`src/rtl/flash_seq_pkg.sv`:
```
package flash_seq_pkg;
  typedef enum logic [2:0] {
    ST_IDLE, ST_KEY1, ST_KEY2, ST_PGM, ST_ER3, ST_ER4, ST_ER5
  } seq_st_t;

  typedef enum logic [1:0] {
    OP_PROG, OP_SERASE, OP_PERASE
  } op_kind_t;

  localparam logic [7:0] CMD_KEY1  = 8'hAA;
  localparam logic [7:0] CMD_KEY2  = 8'h55;
  localparam logic [7:0] CMD_PROG  = 8'hA0;
  localparam logic [7:0] CMD_ERASE = 8'h80;
  localparam logic [7:0] CMD_SECT  = 8'h30;
  localparam logic [7:0] CMD_PLANE = 8'h20;
endpackage

```
`src/rtl/fseq_strobe.sv`:
```
module fseq_strobe (
  input  logic clk,
  input  logic rst_n,
  input  logic we_n,
  output logic fall
);
  logic we_q;

  always_ff @(posedge clk or negedge rst_n) begin
    if (!rst_n) we_q <= 1'b1;
    else        we_q <= we_n;
  end

  assign fall = we_q & ~we_n;
endmodule

```
`src/rtl/fseq_decoder.sv`:
```
module fseq_decoder
  import flash_seq_pkg::*;
#(
  parameter int ADDR_W = 6,
  parameter int DATA_W = 8,
  parameter logic [ADDR_W-1:0] KEY_ADDR1 = 'h15,
  parameter logic [ADDR_W-1:0] KEY_ADDR2 = 'h2A
) (
  input  logic              clk,
  input  logic              rst_n,
  input  logic              fall,
  input  logic              busy,
  input  logic [ADDR_W-1:0] addr,
  input  logic [DATA_W-1:0] wdata,
  output logic              op_valid,
  output op_kind_t          op_kind,
  output logic [ADDR_W-1:0] op_addr,
  output logic [DATA_W-1:0] op_data
);
  seq_st_t st, st_nxt;
  logic take, key1, key2, at_a1;
  logic [7:0] cb;

  assign take  = fall & ~busy;
  assign cb    = wdata[7:0];
  assign at_a1 = (addr == KEY_ADDR1);
  assign key1  = at_a1 && (cb == CMD_KEY1);
  assign key2  = (addr == KEY_ADDR2) && (cb == CMD_KEY2);

  assign op_addr = addr;
  assign op_data = wdata;

  always_comb begin
    st_nxt   = st;
    op_valid = 1'b0;
    op_kind  = OP_PROG;
    if (take) begin
      st_nxt = ST_IDLE;
      case (st)
        ST_IDLE: if (key1) st_nxt = ST_KEY1;
        ST_KEY1: if (key2) st_nxt = ST_KEY2;
        ST_KEY2: begin
          if (at_a1 && cb == CMD_PROG)       st_nxt = ST_PGM;
          else if (at_a1 && cb == CMD_ERASE) st_nxt = ST_ER3;
        end
        ST_PGM: begin
          op_valid = 1'b1;
          op_kind  = OP_PROG;
        end
        ST_ER3: if (key1) st_nxt = ST_ER4;
        ST_ER4: if (key2) st_nxt = ST_ER5;
        ST_ER5: begin
          if (cb == CMD_SECT) begin
            op_valid = 1'b1;
            op_kind  = OP_SERASE;
          end else if (cb == CMD_PLANE) begin
            op_valid = 1'b1;
            op_kind  = OP_PERASE;
          end
        end
        default: st_nxt = ST_IDLE;
      endcase
    end
  end

  always_ff @(posedge clk or negedge rst_n) begin
    if (!rst_n) st <= ST_IDLE;
    else        st <= st_nxt;
  end
endmodule

```
`src/rtl/fseq_busy.sv`:
```
module fseq_busy #(
  parameter int BUSY_CYC = 5
) (
  input  logic clk,
  input  logic rst_n,
  input  logic start,
  output logic busy
);
  localparam int CNT_W = $clog2(BUSY_CYC + 1);
  logic [CNT_W-1:0] cnt;

  always_ff @(posedge clk or negedge rst_n) begin
    if (!rst_n)           cnt <= '0;
    else if (start)       cnt <= CNT_W'(BUSY_CYC);
    else if (cnt != '0)   cnt <= cnt - 1'b1;
  end

  assign busy = (cnt != '0);
endmodule

```
`src/rtl/fseq_array.sv`:
```
module fseq_array
  import flash_seq_pkg::*;
#(
  parameter int ADDR_W         = 6,
  parameter int DATA_W         = 8,
  parameter int PLANES         = 4,
  parameter int SECT_PER_PLANE = 4,
  localparam int SECTORS       = PLANES * SECT_PER_PLANE
) (
  input  logic               clk,
  input  logic               rst_n,
  input  logic               op_valid,
  input  op_kind_t           op_kind,
  input  logic [ADDR_W-1:0]  op_addr,
  input  logic [DATA_W-1:0]  op_data,
  input  logic [SECTORS-1:0] sect_prot,
  input  logic [ADDR_W-1:0]  rd_addr,
  output logic [DATA_W-1:0]  rd_data,
  output logic               op_fail
);
  localparam int SEC_W  = $clog2(SECTORS);
  localparam int PL_W   = $clog2(PLANES);
  localparam int OFF_W  = ADDR_W - SEC_W;
  localparam int SWORDS = 1 << OFF_W;
  localparam int WORDS  = 1 << ADDR_W;

  logic [SEC_W-1:0] sec_idx;
  logic [PL_W-1:0]  pl_idx;
  logic [OFF_W-1:0] off;
  logic [SECTORS-1:0] wipe, pgm;
  logic [DATA_W-1:0] mem [WORDS];

  assign sec_idx = op_addr[ADDR_W-1 -: SEC_W];
  assign pl_idx  = op_addr[ADDR_W-1 -: PL_W];
  assign off     = op_addr[OFF_W-1:0];

  for (genvar s = 0; s < SECTORS; s++) begin : g_sect
    localparam int PL = s / SECT_PER_PLANE;
    logic hit_sec, hit_pl;
    assign hit_sec = (sec_idx == SEC_W'(s));
    assign hit_pl  = (pl_idx == PL_W'(PL));
    assign wipe[s] = op_valid && !sect_prot[s] &&
                     ((op_kind == OP_SERASE && hit_sec) ||
                      (op_kind == OP_PERASE && hit_pl));
    assign pgm[s]  = op_valid && !sect_prot[s] &&
                     (op_kind == OP_PROG) && hit_sec;
  end

  always_ff @(posedge clk or negedge rst_n) begin
    if (!rst_n) begin
      for (int i = 0; i < WORDS; i++) mem[i] <= '1;
    end else begin
      for (int i = 0; i < WORDS; i++) begin
        if (wipe[i / SWORDS])
          mem[i] <= '1;
        else if (pgm[i / SWORDS] && off == OFF_W'(i % SWORDS))
          mem[i] <= mem[i] & op_data;
      end
    end
  end

  always_ff @(posedge clk or negedge rst_n) begin
    if (!rst_n)        op_fail <= 1'b0;
    else if (op_valid) op_fail <= (op_kind != OP_PERASE) && sect_prot[sec_idx];
  end

  assign rd_data = mem[rd_addr];
endmodule

```
`src/rtl/flash_cmd_seq.sv`:
```
module flash_cmd_seq
  import flash_seq_pkg::*;
#(
  parameter int ADDR_W         = 6,
  parameter int DATA_W         = 8,
  parameter int PLANES         = 4,
  parameter int SECT_PER_PLANE = 4,
  parameter int BUSY_CYC       = 5,
  parameter logic [ADDR_W-1:0] KEY_ADDR1 = 'h15,
  parameter logic [ADDR_W-1:0] KEY_ADDR2 = 'h2A,
  localparam int SECTORS       = PLANES * SECT_PER_PLANE
) (
  input  logic               clk,
  input  logic               rst_n,
  input  logic               we_n,
  input  logic [ADDR_W-1:0]  addr,
  input  logic [DATA_W-1:0]  wdata,
  input  logic [SECTORS-1:0] sect_prot,
  input  logic [ADDR_W-1:0]  rd_addr,
  output logic [DATA_W-1:0]  rd_data,
  output logic               busy,
  output logic               op_fail
);
  logic              fall;
  logic              op_valid;
  op_kind_t          op_kind;
  logic [ADDR_W-1:0] op_addr;
  logic [DATA_W-1:0] op_data;

  fseq_strobe u_strobe (
    .clk(clk), .rst_n(rst_n), .we_n(we_n), .fall(fall)
  );

  fseq_decoder #(
    .ADDR_W(ADDR_W), .DATA_W(DATA_W),
    .KEY_ADDR1(KEY_ADDR1), .KEY_ADDR2(KEY_ADDR2)
  ) u_dec (
    .clk(clk), .rst_n(rst_n), .fall(fall), .busy(busy),
    .addr(addr), .wdata(wdata),
    .op_valid(op_valid), .op_kind(op_kind),
    .op_addr(op_addr), .op_data(op_data)
  );

  fseq_busy #(.BUSY_CYC(BUSY_CYC)) u_busy (
    .clk(clk), .rst_n(rst_n), .start(op_valid), .busy(busy)
  );

  fseq_array #(
    .ADDR_W(ADDR_W), .DATA_W(DATA_W),
    .PLANES(PLANES), .SECT_PER_PLANE(SECT_PER_PLANE)
  ) u_arr (
    .clk(clk), .rst_n(rst_n),
    .op_valid(op_valid), .op_kind(op_kind),
    .op_addr(op_addr), .op_data(op_data),
    .sect_prot(sect_prot), .rd_addr(rd_addr),
    .rd_data(rd_data), .op_fail(op_fail)
  );
endmodule

```
`config.mk`:
```
export PLATFORM = sky130hd
export DESIGN_NAME = flash_cmd_seq
export DESIGN_NICKNAME = d
export VERILOG_FILES = /design/src/rtl/flash_seq_pkg.sv /design/src/rtl/fseq_strobe.sv /design/src/rtl/fseq_decoder.sv /design/src/rtl/fseq_busy.sv /design/src/rtl/fseq_array.sv /design/src/rtl/flash_cmd_seq.sv
export SDC_FILE = /design/constraint.sdc
export NUM_CORES = 1
export LEC_CHECK = 0
export BUFFER_PORTS_ARGS = -buffer_cell sky130_fd_sc_hd__buf_2
export CORE_MARGIN = 8
export CORE_UTILIZATION = 55
export DETAILED_ROUTE_END_ITERATION = 8
export PLACE_DENSITY = 0.71
export SLEW_MARGIN = 30
export SYNTH_ARGS = -nofsm -noshare
export SYNTH_HDL_FRONTEND = slang
export SYNTH_SLANG_ARGS = --single-unit
```
`constraint.sdc`:
```
create_clock -name clk -period 2.7 [get_ports clk]
set_input_delay 0 -clock clk [delete_from_list [all_inputs] [get_ports clk]]
set_output_delay 0 -clock clk [all_outputs]
set_load 0.005 [all_outputs]
```
## Word level (Yosys, flattened, before mapping)

Index checks and enable logic that the tools add are counted.

- Add/sub/neg operators: 1
- $lt $le $gt $ge: 2
- Eq/ne operators: 38
- Multiplexer cells: 150
- Bitwise gates (word level): 69
- Reduce and logical (&&, ||, !) cells: 256

Operators with widths:

| operator | count |
|---|---|
| 8-bit 2-to-1 mux | 130 |
| 8-bit bitwise AND | 64 |
| 1-bit logical AND | 153 |
| 2-bit nonzero test | 65 |
| 8-bit binary-select mux with 6-bit select | 1 |
| 4-bit == test (second input constant) | 8 |
| 8-bit == test (second input constant) | 3 |
| 3-bit 2-to-1 mux | 6 |
| 4-bit by 3-bit == test with 1-bit output (second input constant) | 4 |
| 8-bit by 6-bit == test with 1-bit output (second input constant) | 2 |
| 1-bit zero test | 16 |
| 1-bit logical OR | 16 |
| 3-bit case mux with 5 select lines | 1 |
| 2-bit == test (second input constant) | 5 |
| 2-bit 2-to-1 mux | 5 |
| 3-bit == test (second input constant) | 3 |
| 4-bit by 2-bit == test with 1-bit output (second input constant) | 2 |
| 8-bit by 7-bit == test with 1-bit output (second input constant) | 1 |
| 7-bit greater-or-equal comparator (second input constant) | 1 |
| 6-bit inverter with 7-bit output | 1 |
| 2-bit by 1-bit == test with 1-bit output (second input constant) | 3 |
| 3-bit by 2-bit == test with 1-bit output (second input constant) | 2 |
| 6-bit by 5-bit == test with 1-bit output (second input constant) | 1 |
| 6-bit == test (second input constant) | 1 |
| 14 further kinds | 22 |

- Register bits after elaboration: 520
- Input bits: 39
- Output and inout port bits: 10

## Logic depth before layout (Yosys ltp)

- Word-level depth: 11
- Gate-level depth with buffers: 10
- Depth with buffers taken out: 7

## Modules after synthesis

Synthesis repeated with hierarchy kept, for this count alone.

- Cell total of the unflattened synthesis: 2197
- Area total of the unflattened synthesis: 24124.4 µm²

By module, submodules not included:

| module | times used | cells each | area an instance (µm²) | seq. area each (µm²) |
|---|---|---|---|---|
| fseq_array | 1 | 2124 | 23466.3 | 13477.9 |
| fseq_decoder | 1 | 55 | 442.9 | 75.1 |
| fseq_busy | 1 | 16 | 175.2 | 75.1 |
| fseq_strobe | 1 | 2 | 40.0 | 26.3 |

## Worst setup path before layout

Ideal clock, no wire load.

- Kind: register to register
- Start: register u_dec.st[0]
- End: register u_arr.mem[485] (netlist bit)
- Setup time: 61 ps
- Arrival: 2324 ps
- Data required time: 2639 ps
- Path slack: 315 ps
- Cell stages (with the launch flop): 8
- Period minus slack after synthesis: 2385 ps
- Cells stage by stage: dfrtp_1 -> or4_4 -> or4_4 -> a21o_1 -> or3_1 -> buf_2 -> buf_6 -> nand2_1

- Longest elaborated chain between the ends: 8
- Elaborated cells on any way between the ends: 19

RTL lines:

| item | RTL line | RTL |
|---|---|---|
| from (decl) | fseq_decoder.sv:20 | `seq_st_t st, st_nxt;` |
| from (signal assigned) | fseq_decoder.sv:68 | `else st <= st_nxt;` |
| 3-bit == test or 3-bit by 2-bit == test with 1-bit output (tied branches) | fseq_decoder.sv:39 | `case (st)` |
| 2-bit 2-to-1 mux or 1-bit case mux with 2 select lines (tied branches) | fseq_decoder.sv:39 |  |
| 2-bit 2-to-1 mux or 1-bit 2-to-1 mux (tied branches) | fseq_decoder.sv:37 | `if (take) begin` |
| 2-bit by 1-bit == test with 1-bit output, or another cell as far along | fseq_array.sv:43 | `((op_kind == OP_SERASE && hit_sec) \|\|` |
| 1-bit logical AND (on tied branches) | fseq_array.sv:43, fseq_array.sv:44, fseq_array.sv:45 |  |
| 1-bit logical OR or 1-bit logical AND (tied branches) | fseq_array.sv:43, fseq_array.sv:46 |  |
| 1-bit logical AND (on tied branches) | fseq_array.sv:42, fseq_array.sv:56 |  |
| 8-bit 2-to-1 mux or 2-bit nonzero test (tied branches) | -- |  |
| to (signal, indexed assignment) | fseq_array.sv:57 | `mem[i] <= mem[i] & op_data;` |
| to (decl) | fseq_array.sv:31 | `logic [DATA_W-1:0] mem [WORDS];` |

Several ways; a longest one is shown, not always the timed one.
A chain may end at the register's enable or synchronous reset.

## Worst setup path in the final report

- Start: register u_arr.mem[388] (netlist bit)
- End: output rd_data[4]

- Longest elaborated chain between the ends: 3

RTL lines:

| item | RTL line | RTL |
|---|---|---|
| 8-bit binary-select mux with 6-bit select | fseq_array.sv:67 | `assign rd_data = mem[rd_addr];` |
| 8-bit 2-to-1 mux (not written as such) (2 in series) | fseq_array.sv:67 |  |
| to (decl) | flash_cmd_seq.sv:20 | `output logic [DATA_W-1:0] rd_data,` |

Every way passes these cells. The select of a mux whose other input is x is not followed.

==> summary by stage <==
Timing
The setup violation total in the final timing report is 0. The total count of max-transition violations in the final report is 0. The relative slew slack is a little over two fifths. The clock arrives with between 0.01 and 0.015 ns of skew. The total negative slack for setup checks is 0 ns. The maximum clock frequency is between 300 and 400 MHz. The post-layout minimum cycle time is about 2.7 ns. The transition time at the pin with the least slew margin is about 0.84 ns. The total count of hold-check failures in the final report came to 0.

The setup slack of the critical path after layout is about 0.0097 ns. Setup repair after global routing could not meet its margin everywhere. The ratio of final minimum period to clock period is 99.6%.

Yosys
A synthesized cell averages about 11 um2. The share of synthesized registers carrying an async set or reset is 100%. Ranked by total cell area, the synthesized netlist is headed by sky130_fd_sc_hd__dfstp_2 (56%), sky130_fd_sc_hd__mux4_2 (12%), sky130_fd_sc_hd__o21ai_0 (11%). Among all flip-flop cells after synthesis, the most frequent one is sky130_fd_sc_hd__dfstp_2.

The register bit total from synthesis is 520. The number of enable flip-flop cells after synthesis is 0. The number of standard cells after synthesis is ~2200. Of the synthesized area, sequential elements account for 56.5%.

The post-synth net total is around 2300. The synthesized netlist contains 53 unique library cells. The total standard cell area after synthesis is about 24000 um2.

The Yosys step of the flow raised 0 warnings. The synthesized design spends more area on one cell type than any other, namely sky130_fd_sc_hd__dfstp_2. The proportion of netlist area held by the largest area contributor is 55.8%.

Drt
In the final routed layout, each cell accounts on average for between 20 and 25 um. The number of remaining DRC errors is 0. Wire segments on met2 add up to between 30000 and 40000 um in the final route. The antenna violation net count after detailed routing is 0. The first-pass detailed-route iteration total is 7. The number of DRC violations after detailed-routing iteration 0 is between 2000 and 2500. The detailed-routing wirelength on met1 is 28200 um. The vias after detailed routing is between 15000 and 20000. The detailed router used layers up to and including met5.

In the routed layout, each cell is associated on average with a via count of 6.43. The met3 wirelength from detailed routing is between 6000 and 7000 um. The routed design has between 60000 and 70000 um of wire.

Global route
The global-route congestion overflow total is 0. The initial antenna violation count came to 2. Entering global routing, the biggest net connects 84 pins.

The number of global-route vias before repair came to about 19000. Across every metal layer, demand over resource in global routing totals roughly 28%. The wire length of the first global-routing pass is approximately 110000 um.

Run
The reported max-cap violation count is 0.

Critical path
Along the worst path, the maximum fanout reaches 2. The critical path's top delay family is multiplexers. The worst register-to-register path ends at u_arr.mem[63]$_DFFE_PN1P_. The origin of the critical flop-to-flop path is u_busy.cnt[0]$_DFFE_PN0P_.

The largest single stage delay on the critical path is ~0.5 ns. STA classifies the critical path endpoint as an output port. STA classifies the critical path startpoint as a flop.

Setup slack on the worst reg-to-reg path comes out at roughly 0.050 ns. Traced cell by cell, the critical path runs through mux4_2, o22ai_1, nor3_2, o21ai_0, mux2i_1, buf_2. The critical path is of the flop to output port type. STA puts the critical path data arrival time at 2.69 ns. The path depth of the worst reg2reg path is 9.

The slowest cell on the critical path is sky130_fd_sc_hd__mux4_2. For the worst setup path, the data required time is 2.70 ns. The count of buffering cells on the critical path with inverters included is 1.

Placement
The total placed cells including tap cells is about 2800. The detailed placer's ending HPWL is about 44000 um. The final estimated routing congestion in global placement is ~0.97. The count of input and output buffers is between 40 and 50. In this run the cell area measured after placement is about 25000 um2.

The worst slack at placement is 0.111 ns.

Clocking
The longest clock path from root to sink contains 3 buffers. The clock net in this run drives a total of 520 sinks. Clock tree synthesis selected as its root buffer the cell sky130_fd_sc_hd__clkbuf_16. The CTS tree is yes. Clock tree synthesis inserted a total of 55 buffers. The clock transition time at the flip-flop clock pins of the worst setup and hold paths is 0.06 ns. After clock tree synthesis, the setup repair step added 0 buffers. The number of H-tree branching levels is 2.

The later-pin clock latency in the skew report is 0.60 ns.

Run status
The flow ran to the end, and the final reports show no timing, DRC or antenna violations.

Power and ir drop
The analysis attributes to net switching a power of 0.00392 W. Net switching is 23.2% of the power. The worst ir drop on vdd is 0.470 mV. The part of the total power dissipated in sequential elements is between 40% and 50%. The internal portion of the total power is 0.0130 W. The relative contribution of combinational cells to total power is between 6 and 7%. The clock network is responsible for a little under half of the overall power. The power density over the cells is slightly above 600 nW/um2. The analysis attributes to cell leakage a power of around 13 nW.

Die
The top-level port count is 49. The overall die height is 226 um. For this configuration, the core starts out at a cell density of 55.1%.

The core region is 43800 um2. The initialized floorplan defines slightly below 80 standard-cell rows. The floorplan step defined a die boundary enclosing 50900 um2. The width of the chip is around 230 um.

Cells and area
The count of nets after finishing is 2300. From synthesis to final layout, the design area changed by 13.4%. The library cells used most frequently in the layout, excluding fill and tap cells, are sky130_fd_sc_hd__nand2_1 (578), sky130_fd_sc_hd__o21ai_0 (519), sky130_fd_sc_hd__dfstp_2 (513). The post-route cell area is about 27000 um2. The filler-free cell count of the finished design is slightly below 3000. The fraction of final layout cells sized beyond drive strength 1 is around two fifths.

The library cell used most frequently in the layout, excluding fill and tap cells, is sky130_fd_sc_hd__nand2_1.

Hold path
The cell depth of the worst min-delay path is 4. For hold timing, the worst endpoint is u_arr.mem[397]$_DFFE_PN1P_. In this run the worst hold path is classified as primary input to flop.

In this run the most critical hold path is launched from sect_prot[3].
-- layer usage --
layer,up-vias,global-route usage [%]
li1,7898,-
met1,9574,38.1
met2,944,42.3
met3,202,5.75
met4,4,12.0
met5,-,0
-- flip-flops by register name, summed over array words and instances (netlist names) --
name / cells
u_arr.mem: 512
u_strobe.we_q: 1
u_busy.cnt: 3
u_dec.st: 3
u_arr.op_fail: 1
-- power groups by stage --
stage / Combinational [W] / Clock, W / Sequential [W]
after floorplan: 0.000503 / 0 / 0.00800
after global placement: 0.00102 / 0 / 0.00801
after detailed placement: 0.00103 / 0 / 0.00801
after CTS: 0.00107 / 0.00799 / 0.00790
after global routing: 0.00115 / 0.00828 / 0.00790
final: 0.00108 / 0.00790 / 0.00790
-- cell usage after synthesis, drive strengths merged (9+ instances only) --
cell,number
nor2,29
o21ai,527
mux2i,16
nand2b,14
a22oi,10
a31oi,10
dfstp,513
nor4,9
or3,75
o22ai,16
mux4,131
nand3,14
nand2,578
clkbuf,112
o221ai,10
nor2b,10
buf,72
-- worst max-delay path by stage --
stage | from | end | slack (ns) | cells past startpoint
after floorplan | u_dec.st[0]$_DFFE_PN0P_ | u_arr.mem[485]$_DFFE_PN1P_ | 0.32 | 7
after global placement | u_dec.st[0]$_DFFE_PN0P_ | u_arr.mem[366]$_DFFE_PN1P_ | 0.18 | 6
after detailed placement | u_dec.st[0]$_DFFE_PN0P_ | u_arr.mem[353]$_DFFE_PN1P_ | 0.11 | 6
after CTS | u_arr.mem[388]$_DFFE_PN1P_ | rd_data[4] | 0.04 | 6
after global routing | u_busy.cnt[1]$_DFFE_PN0P_ | u_arr.mem[41]$_DFFE_PN1P_ | -0.02 | 9
final | u_arr.mem[388]$_DFFE_PN1P_ | rd_data[4] | 0.01 | 6
-- cell families after synthesis --
group	count (synthesis)	synth area share [%]
adders and majority gates	2	0.104
DFF	520	56.5
AOI/OAI and AO/OA	601	13.1
and+or+nand+nor	764	13.6
xor gates and xnor gates	1	0.0362
muxes	153	13.1
buffers and inverters	186	3.50
-- layout make-up --
cell class              instances  area, um2
diodes                          1       2.50
clock buffers                  78       1630
clock inverters                22        273
fillers                      3386      16400
inverters                       2       7.51
multi-input cells            1521       9690
flip-flops and latches        520      13700
well taps                     592        741
repair buffers                159       1410
-- metrics by stage --
| step | total power, W | utilization [%] | hold slack [ns] |
|---|---|---|---|
| 2_1_floorplan | 0.00850 | - | -0.296 |
| 3_3_place_gp | 0.00902 | 57.7 | 0.127 |
| 3_5_place_dp | 0.00904 | 57.7 | 0.129 |
| 4_1_cts | 0.0170 | 62.5 | 0.00839 |
| 5_1_grt | 0.0173 | 62.5 | 0.0283 |
| 6_report | 0.0169 | 62.5 | 0.0379 |
-- worst min-delay path: cells and delay by family --
family | cells | cell delay, ns
buffers and inverters | 2 | 0.34
and+or+nand+nor | 2 | 0.29
-- what timing repair did --
item                                    in CTS  in global routing
endpoints found under the hold margin      380                  0
endpoints found under the setup margin       2                 29
hold buffers                                20                  0
resized for setup                            2                  2
Note: power is estimated with default switching activity, not from simulation.
